--- src/rtl/bank_mapper_pkg.sv ---
// Package: shared constants and types of the banked mapper.
// Assumes a 16-bit CPU address bus with the control space in 0x0000-0x7FFF.
package bank_mapper_pkg;

    // Control target chosen by address bits 14:13 during a write below 0x8000
    typedef enum logic [1:0] {
        CTL_ENABLE  = 2'd0,
        CTL_ROMBANK = 2'd1,
        CTL_EXTSEL  = 2'd2,
        CTL_LATCH   = 2'd3
    } ctl_field_e;

    localparam logic [7:0] WIN_UNLOCK_KEY = 8'h0A;
    localparam logic [7:0] WIN_LOCK_KEY   = 8'h00;
    localparam logic [7:0] SLOT_FIRST     = 8'h08;
    localparam logic [7:0] SLOT_LAST      = 8'h0C;
    localparam logic [7:0] OPEN_BUS_DATA  = 8'hFF;
    localparam logic [7:0] SLOT_READ_DATA = 8'h00;

    localparam int unsigned CPU_AW     = 16;
    localparam int unsigned ROM_WIN_AW = 14;
    localparam int unsigned EXT_WIN_AW = 13;

endpackage

--- src/rtl/mapper_ctrl_regs.sv ---
// Module: mapper_ctrl_regs
// Holds the ROM bank, the external select and the window enable.
// Assumes that wr_en is already qualified to the control address space and
// that field names the target register. A write lands on the sampling edge.
module mapper_ctrl_regs
    import bank_mapper_pkg::*;
#(
    parameter int unsigned ROM_BANK_W = 7,
    parameter int unsigned RAM_BANK_W = 2,
    parameter int unsigned SEL_W      = 4
) (
    input  logic                  clk,
    input  logic                  rst_n,
    input  logic                  wr_en,
    input  ctl_field_e            field,
    input  logic [7:0]            wdata,
    output logic [ROM_BANK_W-1:0] rom_bank,
    output logic [SEL_W-1:0]      ext_sel,
    output logic                  ext_en
);
    localparam int unsigned RAM_BANKS = 1 << RAM_BANK_W;

    logic sel_valid;

    // Decide whether a select value names a RAM bank or a clock slot
    always_comb begin
        sel_valid = (wdata < 8'(RAM_BANKS)) ||
                    ((wdata >= SLOT_FIRST) && (wdata <= SLOT_LAST));
    end

    // Window enable: only the two key values change it
    always_ff @(posedge clk) begin
        if (!rst_n) begin
            ext_en <= 1'b0;
        end else if (wr_en && field == CTL_ENABLE) begin
            if (wdata == WIN_UNLOCK_KEY) begin
                ext_en <= 1'b1;
            end else if (wdata == WIN_LOCK_KEY) begin
                ext_en <= 1'b0;
            end
        end
    end

    // Switchable ROM bank: direct load, no remap of bank 0
    always_ff @(posedge clk) begin
        if (!rst_n) begin
            rom_bank <= ROM_BANK_W'(1);
        end else if (wr_en && field == CTL_ROMBANK) begin
            rom_bank <= wdata[ROM_BANK_W-1:0];
        end
    end

    // External select: loads only legal RAM bank or clock slot values
    always_ff @(posedge clk) begin
        if (!rst_n) begin
            ext_sel <= '0;
        end else if (wr_en && field == CTL_EXTSEL && sel_valid) begin
            ext_sel <= wdata[SEL_W-1:0];
        end
    end

endmodule

--- src/rtl/mapper_rom_xlate.sv ---
// Module: mapper_rom_xlate
// Maps CPU reads of 0x0000-0x7FFF to a physical ROM address. The lower
// window is pinned to bank 0 and the upper window uses the bank register.
// Assumes that the bank register is stable during the access.
module mapper_rom_xlate
    import bank_mapper_pkg::*;
#(
    parameter int unsigned ROM_BANK_W = 7,
    localparam int unsigned ROM_AW    = ROM_BANK_W + ROM_WIN_AW
) (
    input  logic [CPU_AW-1:0]     cpu_addr,
    input  logic                  cpu_rd,
    input  logic [ROM_BANK_W-1:0] rom_bank,
    output logic [ROM_AW-1:0]     rom_addr,
    output logic                  rom_cs
);
    logic [ROM_BANK_W-1:0] eff_bank;

    // Pick bank 0 for the fixed window and the register for the switchable one
    always_comb begin
        eff_bank = cpu_addr[ROM_WIN_AW] ? rom_bank : '0;
        rom_addr = {eff_bank, cpu_addr[ROM_WIN_AW-1:0]};
        rom_cs   = cpu_rd && !cpu_addr[CPU_AW-1];
    end

endmodule

--- src/rtl/mapper_ext_xlate.sv ---
// Module: mapper_ext_xlate
// Decodes the 8 KiB external window at 0xA000-0xBFFF. It sends an access
// to a RAM bank, answers a selected clock slot with zero, or answers with
// open-bus data while the window is locked.
// Assumes that select values are always legal, as the register file keeps them.
module mapper_ext_xlate
    import bank_mapper_pkg::*;
#(
    parameter int unsigned RAM_BANK_W = 2,
    parameter int unsigned SEL_W      = 4,
    localparam int unsigned RAM_AW    = RAM_BANK_W + EXT_WIN_AW,
    localparam int unsigned RAM_BANKS = 1 << RAM_BANK_W
) (
    input  logic [CPU_AW-1:0] cpu_addr,
    input  logic              cpu_rd,
    input  logic              cpu_wr,
    input  logic [SEL_W-1:0]  ext_sel,
    input  logic              ext_en,
    output logic [RAM_AW-1:0] ram_addr,
    output logic              ram_cs,
    output logic              ram_we,
    output logic [7:0]        ext_rdata,
    output logic              ext_oe
);
    logic in_win;
    logic sel_is_ram;

    // Window hit and kind of selection
    always_comb begin
        in_win     = (cpu_addr[CPU_AW-1:EXT_WIN_AW] == 3'b101);
        sel_is_ram = (ext_sel < SEL_W'(RAM_BANKS));
    end

    // RAM path: address build and strobes, only when unlocked on a RAM bank
    always_comb begin
        ram_addr = {ext_sel[RAM_BANK_W-1:0], cpu_addr[EXT_WIN_AW-1:0]};
        ram_cs   = in_win && ext_en && sel_is_ram && (cpu_rd || cpu_wr);
        ram_we   = ram_cs && cpu_wr;
    end

    // Self-driven read data: open bus when locked, zero for a clock slot
    always_comb begin
        ext_oe    = in_win && cpu_rd && (!ext_en || !sel_is_ram);
        ext_rdata = ext_en ? SLOT_READ_DATA : OPEN_BUS_DATA;
    end

endmodule

--- src/rtl/bank_mapper.sv ---
// Module: bank_mapper (top)
// Banked memory mapper for a 16-bit CPU bus. Writes below 0x8000 program
// the control registers. Reads there go to ROM, and 0xA000-0xBFFF goes to
// RAM or the clock slots.
// Assumes one access per cycle with rd and wr not both set.
module bank_mapper
    import bank_mapper_pkg::*;
#(
    parameter int unsigned ROM_BANK_W = 7,
    parameter int unsigned RAM_BANK_W = 2,
    parameter int unsigned SEL_W      = 4,
    localparam int unsigned ROM_AW    = ROM_BANK_W + ROM_WIN_AW,
    localparam int unsigned RAM_AW    = RAM_BANK_W + EXT_WIN_AW
) (
    input  logic              clk,
    input  logic              rst_n,
    input  logic [15:0]       cpu_addr,
    input  logic [7:0]        cpu_wdata,
    input  logic              cpu_wr,
    input  logic              cpu_rd,
    output logic [ROM_AW-1:0] rom_addr,
    output logic              rom_cs,
    output logic [RAM_AW-1:0] ram_addr,
    output logic              ram_cs,
    output logic              ram_we,
    output logic [7:0]        ext_rdata,
    output logic              ext_oe
);
    logic                  ctl_we;
    ctl_field_e            ctl_field;
    logic [ROM_BANK_W-1:0] rom_bank;
    logic [SEL_W-1:0]      ext_sel;
    logic                  ext_en;

    // Control decode: any write below 0x8000, target from bits 14:13
    always_comb begin
        ctl_we    = cpu_wr && !cpu_addr[CPU_AW-1];
        ctl_field = ctl_field_e'(cpu_addr[14:13]);
    end

    mapper_ctrl_regs #(
        .ROM_BANK_W (ROM_BANK_W),
        .RAM_BANK_W (RAM_BANK_W),
        .SEL_W      (SEL_W)
    ) u_regs (
        .clk      (clk),
        .rst_n    (rst_n),
        .wr_en    (ctl_we),
        .field    (ctl_field),
        .wdata    (cpu_wdata),
        .rom_bank (rom_bank),
        .ext_sel  (ext_sel),
        .ext_en   (ext_en)
    );

    mapper_rom_xlate #(
        .ROM_BANK_W (ROM_BANK_W)
    ) u_rom (
        .cpu_addr (cpu_addr),
        .cpu_rd   (cpu_rd),
        .rom_bank (rom_bank),
        .rom_addr (rom_addr),
        .rom_cs   (rom_cs)
    );

    mapper_ext_xlate #(
        .RAM_BANK_W (RAM_BANK_W),
        .SEL_W      (SEL_W)
    ) u_ext (
        .cpu_addr  (cpu_addr),
        .cpu_rd    (cpu_rd),
        .cpu_wr    (cpu_wr),
        .ext_sel   (ext_sel),
        .ext_en    (ext_en),
        .ram_addr  (ram_addr),
        .ram_cs    (ram_cs),
        .ram_we    (ram_we),
        .ext_rdata (ext_rdata),
        .ext_oe    (ext_oe)
    );

endmodule

--- config.mk ---
export PLATFORM = sky130hd
export DESIGN_NAME = bank_mapper
export DESIGN_NICKNAME = d
export VERILOG_FILES = /design/src/rtl/bank_mapper_pkg.sv /design/src/rtl/mapper_ctrl_regs.sv /design/src/rtl/mapper_rom_xlate.sv /design/src/rtl/mapper_ext_xlate.sv /design/src/rtl/bank_mapper.sv
export SDC_FILE = /design/constraint.sdc
export NUM_CORES = 1
export LEC_CHECK = 0
export BUFFER_PORTS_ARGS = -buffer_cell sky130_fd_sc_hd__buf_2
export CAP_MARGIN = 20
export CORE_UTILIZATION = 34
export DETAILED_ROUTE_END_ITERATION = 6
export PLACE_DENSITY = 0.75
export SYNTH_ARGS = -nofsm -noshare
export SYNTH_HDL_FRONTEND = slang
export SYNTH_SLANG_ARGS = --single-unit
--- constraint.sdc ---
create_clock -name clk -period 1.4 [get_ports clk]
set_clock_uncertainty 0.15 [all_clocks]
set_input_delay 0.14 -clock clk [delete_from_list [all_inputs] [get_ports clk]]
set_output_delay 0.14 -clock clk [all_outputs]
set_load 0.02 [all_outputs]
==> impl_metrics.yaml <==
worst_setup_path:
  crit_type: "reg -> out"
  crit_chain: "inv_2, or3_4, nor2b_4, and2_4, buf_6"
  critPathMaxStageDelay_ns: 0.34
  crit_fanout: 2
  slowest_stage: "dfxtp_2"
  crit_buf_inv: 2
  regToRegStartpoint: "u_regs.rom_bank[6]"
  critPathRequiredTime_ns: 1.11
  path_delay_family: "simple AND/OR/NAND/NOR gates"
  critPathLaunchType: "flop"
  cp.arrival_ns: 1.34
  crit_start: "u_regs.ext_en"
  end_kind: "output port"
cts:
  htree_levels: 1
  cts_buffers: 3
  clk_pin_slew_worst_paths_ns: 0.07
  cts_sinks: 12
  clk_path_buf_depth: 2
  clk_latency_ns: 0.27
  cts_root_buf: "clkbuf_4"
  cts_tree: "built"
grt:
  grt_pass1_wl_mm: 2.504
  overflow: 0
  grt_pass1_vias: 587
  grt_max_degree: 18
  antenna_found_initial: 0
  grt.total_usage_pct: 12.33
power_and_ir_drop:
  peakVddDrop_v: 0.0004541
  p_leak_nw: 0.4431
  p_per_area_mw_per_mm2: 726.6
  total_power_w: 0.0007309
place:
  place.gp.congestion: 0.7493
  post-place-ws_ns: -0.2083
  dpl.hpwl_mm: 1.318
  numPortBuffers: 36
yosys:
  async_flop_share_pct: 0
  yosys-top-cells-count: "36 x buf_4, 12 x dfxtp_1, 8 x and2_1, 8 x mux2i_1, 8 x nor2b_1"
  synth-edff-count: 0
  yosys_warnings: 0
  synthCells: 105
  synth_cell_types: 23
  synth-seq-cells: 12
  synth_ff_type: "dfxtp_1"
  synth_nets: 133
  synth.most_common_cell: "buf_4"
  synth_top_area_share_pct: 30.04
  synth.area.top_cells: "buf_4 30%, dfxtp_1 27%, mux2i_1 8.9%, and2_1 5.6%, nor2b_1 5.6%"
  yosysTopAreaCell: "buf_4"
  syn_area_sq_um: 899.6
  synth_area_per_cell_sq_um: 8.568
  ys_seq_area_share_pct: 26.70
routing:
  vias_per_cell: 4.582
  finalWirelength_mm: 1.679
  via_count: 669
  ant_nets: 0
  first_pass_iters: 4
  drc: 0
  wl_per_cell_microns: 11.50
  drt_iter0_drc: 6
layout:
  fillCellCount: 250
  final_net_count: 145
  seq_area_sq_um: 241.5
  area_growth_pct: 11.82
  drive_gt1_share_pct: 52.59
  multi_input_area_sq_um: 390.4
  n_antenna_cell: 0
sta:
  max-slew-margin-rel_pct: 78.23
  finalSetupViolCount: 3
  setup_ws_ns: -0.2293
  rsz0062_at_grt: "true"
  min_period_ns: 1.629
  slew_viol_final: 0
  hold_viol: 0
  post-route-period-util_pct: 116.4
  fmax_mhz: 613.8
  worstMarginPinSlew_ns: 0.3255
  setup-tns-final_ns: -0.6438
die:
  coreArea_sq_mm: 0.002500
  dieArea_sq_mm: 0.002856
  pin_count: 76
  die_h_microns: 53.44
  initial_core_util_pct: 35.99
  die_x_microns: 53.44
  rows: 18
worst_hold_path:
  hold_class: "in -> reg"
  hp-start: "cpu_wdata[4]"
run_status:
  status: "finished, violations left"
  violations: "setup timing"
job:
  max_cap_violations: 0
worst register-to-register path, cell delays in order, from the launching register on:
cell and delay, ns:
dfxtp_1 0.32, mux2i_1 0.15, nor2b_1 0.07
per-stage QoR:
stage / hold WS, ns / instances / utilization [%] / cell area (sq um)
after floorplan: 0.1173 / 105 / - / 902.1
after global placement: 0.1302 / 142 / 36.84 / 920.9
after detailed placement: 0.1302 / 142 / 36.84 / 920.9
after CTS: 0.01207 / 147 / 39.19 / 979.7
after global routing: 0.03934 / 146 / 40.24 / 1006
final: 0.02240 / 146 / 40.24 / 1006
per-layer routing:
layer / routed length (microns) / GRT usage [%] / vias up
met5: 0 / 0 / -
met4: 19 / 5.702 / 0
met3: 134 / 2.586 / 6
met2: 807 / 20.83 / 31
met1: 717 / 14.60 / 301
li1: - / - / 331
repair_timing:
| item | CTS | global route |
|---|---|---|
| hold buffers | 0 | 0 |
| pin swaps | 2 | 1 |
| buffers inserted | 1 | 1 |
| gates resized for setup | 6 | 10 |
| gates cloned | 0 | 0 |
| setup endpoints to repair | 3 | 11 |
cells by family (layout without fill, tap and decap cells):
group / Yosys count / after routing / share of synthesized area, %
buf+inv: 41 / 52 / 32.41
simple gates: 37 / 37 / 25.73
flops: 12 / 12 / 26.70
mux: 8 / 8 / 8.902
compound gates: 6 / 6 / 5.286
xor+xnor: 1 / 1 / 0.9738
sequential cells by signal, indices dropped and copies added, names as in the netlist:
signal	cells
u_regs.rom_bank	7
u_regs.ext_en	1
u_regs.ext_sel	4
power breakdown:
group          switching, W  leakage [nW]  internal, W
clock              0.000111        0.0210     0.000158
sequential       0.00000195        0.0975     0.000345
combinational     0.0000574         0.325    0.0000573
total              0.000170         0.443     0.000561
placed cells by master (no fill, tap or decap), types with 3 or more instances in the layout:
cell      count
nand3_1       6
mux2i_1       8
nand2_1       6
o21ai_0       4
buf_6         5
and2_1        7
buf_2        30
nor2b_1       7
dfxtp_1      11
clkbuf_4      3
buf_4        12
final timing paths:
check / to / slack (ns) / cells after the start
worst max-delay path: ram_we / -0.23 / 5
worst min-delay path: u_regs.rom_bank[4] / 0.02 / 3
worst max register to register: u_regs.rom_bank[6] / 0.61 / 2
worst min register to register: u_regs.ext_sel[3] / 0.31 / 2
final cells by class:
| class | instances | area share (%) |
|---|---|---|
| clock buffers | 4 | 3.607 |
| well taps | 30 | 3.731 |
| flip-flops and latches | 12 | 24.01 |
| multi-input cells | 52 | 38.81 |
| inverters | 1 | 0.3731 |
| repair buffers | 47 | 29.48 |
Power figures use the tool's default switching activity.
